### config.mk
export PLATFORM = sky130hd
export DESIGN_NAME = nf_switch_xbar
export DESIGN_NICKNAME = d
export VERILOG_FILES = /design/src/rtl/nf_xbar_pkg.sv /design/src/rtl/nf_lock_arb.sv /design/src/rtl/nf_out_mux.sv /design/src/rtl/nf_switch_xbar.sv
export SDC_FILE = /design/constraint.sdc
export NUM_CORES = 1
export LEC_CHECK = 0
export BUFFER_PORTS_ARGS = -buffer_cell sky130_fd_sc_hd__clkbuf_2
export CAP_MARGIN = 30
export CORE_MARGIN = 8
export CORE_UTILIZATION = 55
export CTS_CLUSTER_SIZE = 12
export DETAILED_ROUTE_END_ITERATION = 12
export PLACE_DENSITY = 0.8
export SLEW_MARGIN = 20
export SYNTH_ARGS = -nofsm -noshare
export SYNTH_HDL_FRONTEND = slang
export SYNTH_SLANG_ARGS = --single-unit
### constraint.sdc
create_clock -name clk -period 21.8 [get_ports clk]
set_input_delay 2.18 -clock clk [delete_from_list [all_inputs] [get_ports clk]]
set_output_delay 2.18 -clock clk [all_outputs]
set_load 0.02 [all_outputs]
### src/rtl/nf_xbar_pkg.sv
package nf_xbar_pkg;

   localparam int NPORT  = 7;
   localparam int PIDX_W = 3;

   typedef enum logic [PIDX_W-1:0] {
      PORT_LOCAL = 3'd0,
      PORT_XPOS  = 3'd1,
      PORT_YPOS  = 3'd2,
      PORT_ZPOS  = 3'd3,
      PORT_XNEG  = 3'd4,
      PORT_YNEG  = 3'd5,
      PORT_ZNEG  = 3'd6,
      PORT_NONE  = 3'd7
   } port_code_e;

   function automatic logic is_neg_port(input int p);
      return (p >= int'(PORT_XNEG)) && (p <= int'(PORT_ZNEG));
   endfunction

   // legal source -> destination pair for a negative-first crossbar
   function automatic logic turn_legal(input int src, input int dst);
      if (dst < 0 || dst >= NPORT) return 1'b0;
      if (is_neg_port(dst)) return (src == int'(PORT_LOCAL)) || is_neg_port(src);
      return 1'b1;
   endfunction

   function automatic logic [NPORT-1:0] src_mask_for(input int dst);
      logic [NPORT-1:0] m;
      for (int s = 0; s < NPORT; s++) m[s] = turn_legal(s, dst);
      return m;
   endfunction

endpackage

### src/rtl/nf_lock_arb.sv
module nf_lock_arb #(
   parameter int NREQ   = 7,
   parameter int PRIO_W = 2,
   parameter int IDX_W  = (NREQ > 1) ? $clog2(NREQ) : 1
) (
   input  logic                     clk,
   input  logic                     rst_n,
   input  logic [NREQ-1:0]          req_i,
   input  logic [NREQ*PRIO_W-1:0]   prio_i,
   input  logic                     fire_i,
   input  logic                     last_i,
   output logic                     sel_vld_o,
   output logic [IDX_W-1:0]         sel_idx_o,
   output logic                     busy_o
);

   localparam logic [IDX_W-1:0] PTR_RST = IDX_W'(NREQ-1);

   logic                busy_q;
   logic [IDX_W-1:0]    owner_q;
   logic [IDX_W-1:0]    ptr_q;
   logic [PRIO_W-1:0]   best_p;
   logic [NREQ-1:0]     cand;
   logic                any_req;
   logic [IDX_W-1:0]    win_idx;

   // highest priority among requesters
   always_comb begin
      best_p = '0;
      for (int i = 0; i < NREQ; i++)
         if (req_i[i] && (prio_i[i*PRIO_W +: PRIO_W] > best_p))
            best_p = prio_i[i*PRIO_W +: PRIO_W];
   end

   always_comb begin
      for (int i = 0; i < NREQ; i++)
         cand[i] = req_i[i] && (prio_i[i*PRIO_W +: PRIO_W] == best_p);
      any_req = |req_i;
   end

   // round-robin search starting after the previous winner
   always_comb begin
      logic found;
      found   = 1'b0;
      win_idx = '0;
      for (int k = 1; k <= NREQ; k++) begin
         int j;
         j = int'(ptr_q) + k;
         if (j >= NREQ) j = j - NREQ;
         if (!found && cand[j]) begin
            found   = 1'b1;
            win_idx = IDX_W'(j);
         end
      end
   end

   always_comb begin
      if (busy_q) begin
         sel_vld_o = 1'b1;
         sel_idx_o = owner_q;
      end else begin
         sel_vld_o = any_req;
         sel_idx_o = win_idx;
      end
   end

   assign busy_o = busy_q;

   always_ff @(posedge clk) begin
      if (!rst_n) begin
         busy_q  <= 1'b0;
         owner_q <= '0;
         ptr_q   <= PTR_RST;
      end else if (!busy_q) begin
         if (any_req) begin
            ptr_q   <= win_idx;
            owner_q <= win_idx;
            busy_q  <= !(fire_i && last_i);
         end
      end else if (fire_i && last_i) begin
         busy_q <= 1'b0;
      end
   end

endmodule

### src/rtl/nf_out_mux.sv
module nf_out_mux #(
   parameter int              NSRC       = 7,
   parameter int              FLIT_W     = 16,
   parameter int              IDX_W      = 3,
   parameter bit              RESTRICTED = 1'b0,
   parameter logic [NSRC-1:0] SRC_MASK   = '1
) (
   input  logic [NSRC*FLIT_W-1:0] data_i,
   input  logic [NSRC-1:0]        req_i,
   input  logic [NSRC-1:0]        bop_i,
   input  logic [NSRC-1:0]        eop_i,
   input  logic                   sel_vld_i,
   input  logic [IDX_W-1:0]       sel_idx_i,
   output logic [FLIT_W-1:0]      data_o,
   output logic                   vld_o,
   output logic                   bop_o,
   output logic                   eop_o
);

   logic path_ok;

   generate
      if (RESTRICTED) begin : g_restricted
         assign path_ok = sel_vld_i && SRC_MASK[sel_idx_i];
      end else begin : g_full
         assign path_ok = sel_vld_i;
      end
   endgenerate

   always_comb begin
      if (path_ok) begin
         data_o = data_i[sel_idx_i*FLIT_W +: FLIT_W];
         vld_o  = req_i[sel_idx_i];
         bop_o  = bop_i[sel_idx_i] && req_i[sel_idx_i];
         eop_o  = eop_i[sel_idx_i] && req_i[sel_idx_i];
      end else begin
         data_o = '0;
         vld_o  = 1'b0;
         bop_o  = 1'b0;
         eop_o  = 1'b0;
      end
   end

endmodule

### src/rtl/nf_switch_xbar.sv
module nf_switch_xbar
   import nf_xbar_pkg::*;
#(
   parameter int FLIT_W = 16,
   parameter int PRIO_W = 2
) (
   input  logic                      clk,
   input  logic                      rst_n,
   input  logic [NPORT-1:0]          in_req,
   input  logic [NPORT-1:0]          in_bop,
   input  logic [NPORT-1:0]          in_eop,
   input  logic [NPORT*PIDX_W-1:0]   in_dst,
   input  logic [NPORT*PRIO_W-1:0]   in_prio,
   input  logic [NPORT*FLIT_W-1:0]   in_data,
   output logic [NPORT-1:0]          in_gnt,
   output logic [NPORT-1:0]          in_err,
   output logic [NPORT-1:0]          out_vld,
   output logic [NPORT-1:0]          out_bop,
   output logic [NPORT-1:0]          out_eop,
   output logic [NPORT*FLIT_W-1:0]   out_data
);

   generate
      if (FLIT_W < 1) begin : g_bad_flit_w
         $error("nf_switch_xbar: FLIT_W must be at least 1");
      end
      if (PRIO_W < 1 || PRIO_W > 8) begin : g_bad_prio_w
         $error("nf_switch_xbar: PRIO_W must lie in 1..8");
      end
   endgenerate

   logic [NPORT-1:0]        head;
   logic [NPORT-1:0]        sel_vld;
   logic [NPORT*PIDX_W-1:0] sel_idx;
   logic [NPORT-1:0]        busy;

   assign head = in_req & in_bop;

   genvar go, gi;
   generate
      for (go = 0; go < NPORT; go++) begin : g_out
         logic [NPORT-1:0]  req_vec;
         logic [PIDX_W-1:0] idx;
         logic              fire;
         logic              last;

         for (gi = 0; gi < NPORT; gi++) begin : g_src
            if (turn_legal(gi, go)) begin : g_legal
               assign req_vec[gi] = head[gi] && (in_dst[gi*PIDX_W +: PIDX_W] == PIDX_W'(go));
            end else begin : g_blocked
               assign req_vec[gi] = 1'b0;
            end
         end

         assign idx  = sel_idx[go*PIDX_W +: PIDX_W];
         assign fire = sel_vld[go] && in_req[idx];
         assign last = in_eop[idx];

         nf_lock_arb #(
            .NREQ   (NPORT),
            .PRIO_W (PRIO_W),
            .IDX_W  (PIDX_W)
         ) u_arb (
            .clk       (clk),
            .rst_n     (rst_n),
            .req_i     (req_vec),
            .prio_i    (in_prio),
            .fire_i    (fire),
            .last_i    (last),
            .sel_vld_o (sel_vld[go]),
            .sel_idx_o (sel_idx[go*PIDX_W +: PIDX_W]),
            .busy_o    (busy[go])
         );

         nf_out_mux #(
            .NSRC       (NPORT),
            .FLIT_W     (FLIT_W),
            .IDX_W      (PIDX_W),
            .RESTRICTED (is_neg_port(go)),
            .SRC_MASK   (src_mask_for(go))
         ) u_mux (
            .data_i    (in_data),
            .req_i     (in_req),
            .bop_i     (in_bop),
            .eop_i     (in_eop),
            .sel_vld_i (sel_vld[go]),
            .sel_idx_i (idx),
            .data_o    (out_data[go*FLIT_W +: FLIT_W]),
            .vld_o     (out_vld[go]),
            .bop_o     (out_bop[go]),
            .eop_o     (out_eop[go])
         );
      end
   endgenerate

   always_comb begin
      for (int i = 0; i < NPORT; i++) begin
         logic owned;
         owned = 1'b0;
         for (int o = 0; o < NPORT; o++)
            if (sel_vld[o] && (sel_idx[o*PIDX_W +: PIDX_W] == PIDX_W'(i)))
               owned = 1'b1;
         in_gnt[i] = in_req[i] && owned;
         in_err[i] = head[i] && !turn_legal(i, int'(in_dst[i*PIDX_W +: PIDX_W]));
      end
   end

endmodule

==> results.toml <==
[sta]
fmax_ghz = 0.05541
tns_ns = 0
post-route-min-period_ns = 18.05
rsz0062_at_grt = "no"
fin_crit_sh_pct = 82.79
setup_viol_count_final = 0
relSlewSlack_pct = 34.71
final_max_slew_viol_count = 0
finalHoldViolCount = 0
fin_ws_ns = 3.753
worstMarginPinSlew_ns = 0.9793
clock_skew_ns = 0.01744

[route]
dr_total_vias = 31690
firstDrtPassIters = 6
wl_per_cell_um = 25.74
drc_errors = 0
vias_per_cell = 7.284
wirelength_um = 112000
drt-initial-drc-count = 4773
ant_nets = 0

[placement]
place_ws_ns = 4.263
placed_area_um2 = 26230
place_hpwl_um = 84540
globalplace.congestion = 1.109
io_buffers = 316

[clocking]
htree_levels = 2
cts-root-buf = "clkbuf_16"
clockBufferDepth = 2
cts_setup_buffers = 0
hold_buffers = 0
clkSlewWorstSetupHoldPaths_ns = 0.07
clkLatencyLatePin_ns = 0.33
cts.sinks = 42
cts_buffers = 5
cts_tree = "built"
post_cts_resized = 0

[logic_synthesis]
synth-seq-area-share_pct = 3.402
syn_inst = 3631
synthArstFlopShare_pct = 0
synth_area_per_cell_um2 = 6.806
synthesis.area_um2 = 24710
synthTopCellsByArea = "mux2i_1 9.8%, nand2_1 7.9%, ha_1 6.8%"
ys_types = 142
yosys.area.top_type = "mux2i_1"
yosys_warnings = 0
synth_fp_nets = 3942
yosysTopAreaCellShare_pct = 9.843
synth-seq-cells = 42
synth_edf_count = 0
synth_flop_cell = "dfxtp_1"

[setup_path]
startpoint_type = "input pin"
critPathRequiredTime_ns = 19.62
critical_path_arrival_ns = 15.87
cp-end-kind = "output pin"
reg2reg_depth = 18
critPathKind = "in2out"
slowest_delay_ns = 0.69
timing.rr.end = "g_out[3].u_arb.busy_o"
reg2reg_slack_ns = 15.57
path_common_cell = "nor2_1"
cp_max_fo = 25
rr_startpoint = "g_out[3].u_arb.ptr_q[0]"
critPathSlowestCell = "o2111ai_1"

[global_route]
grt_use_total_pct = 39.79
antenna_found_initial = 2
gr-total-overflow = 0
grt_pass1_wl_um = 169200
grt_pass1_vias = 28770
grt_max_degree = 65

[floorplan]
start_util_pct = 55.76
die_area_um2 = 51970
coreArea_um2 = 44320
io_pins = 317
rows = 77
die_h_um = 228.0
die_x_um = 228.0

[job]
cap_violations = 0

[min_path]
min_from = "g_out[6].u_arb.owner_q[1]"
hold_class = "reg2reg"
holdPathStages = 2
min_to = "g_out[6].u_arb.owner_q[1]"

[run_status]
status = "complete, no violations"

[final_layout]
fin_area_um2 = 26410
area_growth_pct = 6.850
drive_gt1_share_pct = 15.60
nets = 4067
fin_util_pct = 59.58
stage by stage:
stage / cells / hold slack (ns)
final: 4350 / 0.4572
after detailed placement: 4338 / 0.4463
after global placement: 4335 / 0.4416
after floorplan: 3631 / 0.4360
after CTS: 4346 / 0.4564
after global routing: 4350 / 0.4789
worst max-delay path by stage:
stage                     slack (ns)  cells after the start        end        from
after global placement          3.81                     48  in_gnt[2]  in_prio[1]
after CTS                       4.22                     48  in_gnt[2]   in_bop[0]
final                           3.75                     48  in_gnt[2]   in_bop[0]
after detailed placement        4.26                     48  in_gnt[2]  in_prio[1]
after global routing            3.08                     48  in_gnt[2]   in_bop[0]
after floorplan                 6.53                     50  in_gnt[3]   in_dst[0]
worst max-delay path, delay by kind of cell:
family	cells	cell delay [ns]
AOI/OAI and AO/OA	15	4.99
xor gates and xnor gates	1	0.61
adders and majority gates	6	1.82
and+or+nand+nor	20	4.16
buffers and inverters	4	1.07
muxes	2	0.97
layer usage:
| metal | vias up | global-route usage (%) | wire, um |
|---|---|---|---|
| met5 | - | 0 | 0 |
| met4 | 0 | 26.05 | 8961 |
| met3 | 599 | 11.09 | 15010 |
| met2 | 2542 | 60.08 | 46370 |
| met1 | 14400 | 49.10 | 41630 |
| li1 | 14140 | - | - |
registers in the layout, indices dropped and copies added, names as in the netlist:
register / count
g_out.u_arb.owner_q: 14
g_out.u_arb.ptr_q: 21
g_out.u_arb.busy_o: 7
logic make-up after synthesis:
| logic type | after synthesis | synth area share [%] |
|---|---|---|
| and+or+nand+nor | 1411 | 28.09 |
| DFF | 42 | 3.402 |
| buffers and inverters | 379 | 7.053 |
| xor gates and xnor gates | 109 | 3.863 |
| muxes | 332 | 14.28 |
| adders and majority gates | 143 | 7.433 |
| AOI/OAI and AO/OA | 1215 | 35.88 |
cells in the mapped netlist, drive strengths merged (42+ instances only):
master / count
nand2: 519
mux2: 79
xnor2: 82
nor3: 97
nor2: 266
a31oi: 52
and2: 46
a221oi: 67
a211oi: 62
o21ai: 267
clkbuf: 119
nand4: 48
a22oi: 44
nor2b: 51
buf: 128
dfxtp: 42
inv: 126
ha: 134
nand3: 128
mux2i: 247
a21oi: 219
placed cells by master (no fill, tap or decap), types with 31 or more instances in the layout:
cell type	count
nand3_1	128
and2_1	44
and3_1	32
a22oi_1	41
inv_1	124
nor2_1	259
a211oi_1	55
clkbuf_2	317
o21ai_0	235
o21ai_1	31
xnor2_1	82
nand2_1	516
buf_4	43
mux2_2	62
dfxtp_1	42
nor3_1	97
a221oi_1	64
ha_1	134
o31ai_1	36
o2bb2ai_1	36
a21oi_1	206
nor2b_1	51
a31oi_1	51
mux2i_1	242
nand4_1	47
o211ai_1	34
cell type report:
type,instances,area [um2]
clock inverter,2,12.51
sequential,42,840.8
clock buffer,6,138.9
multi-input combinational,3210,22200
inverter,132,495.5
fill,4396,17910
timing repair buffer,365,1976
antenna,1,2.502
tap,592,740.7
Power is not shown: default switching activity piles up to over one toggle a cycle in this logic, so the estimate is an artifact.
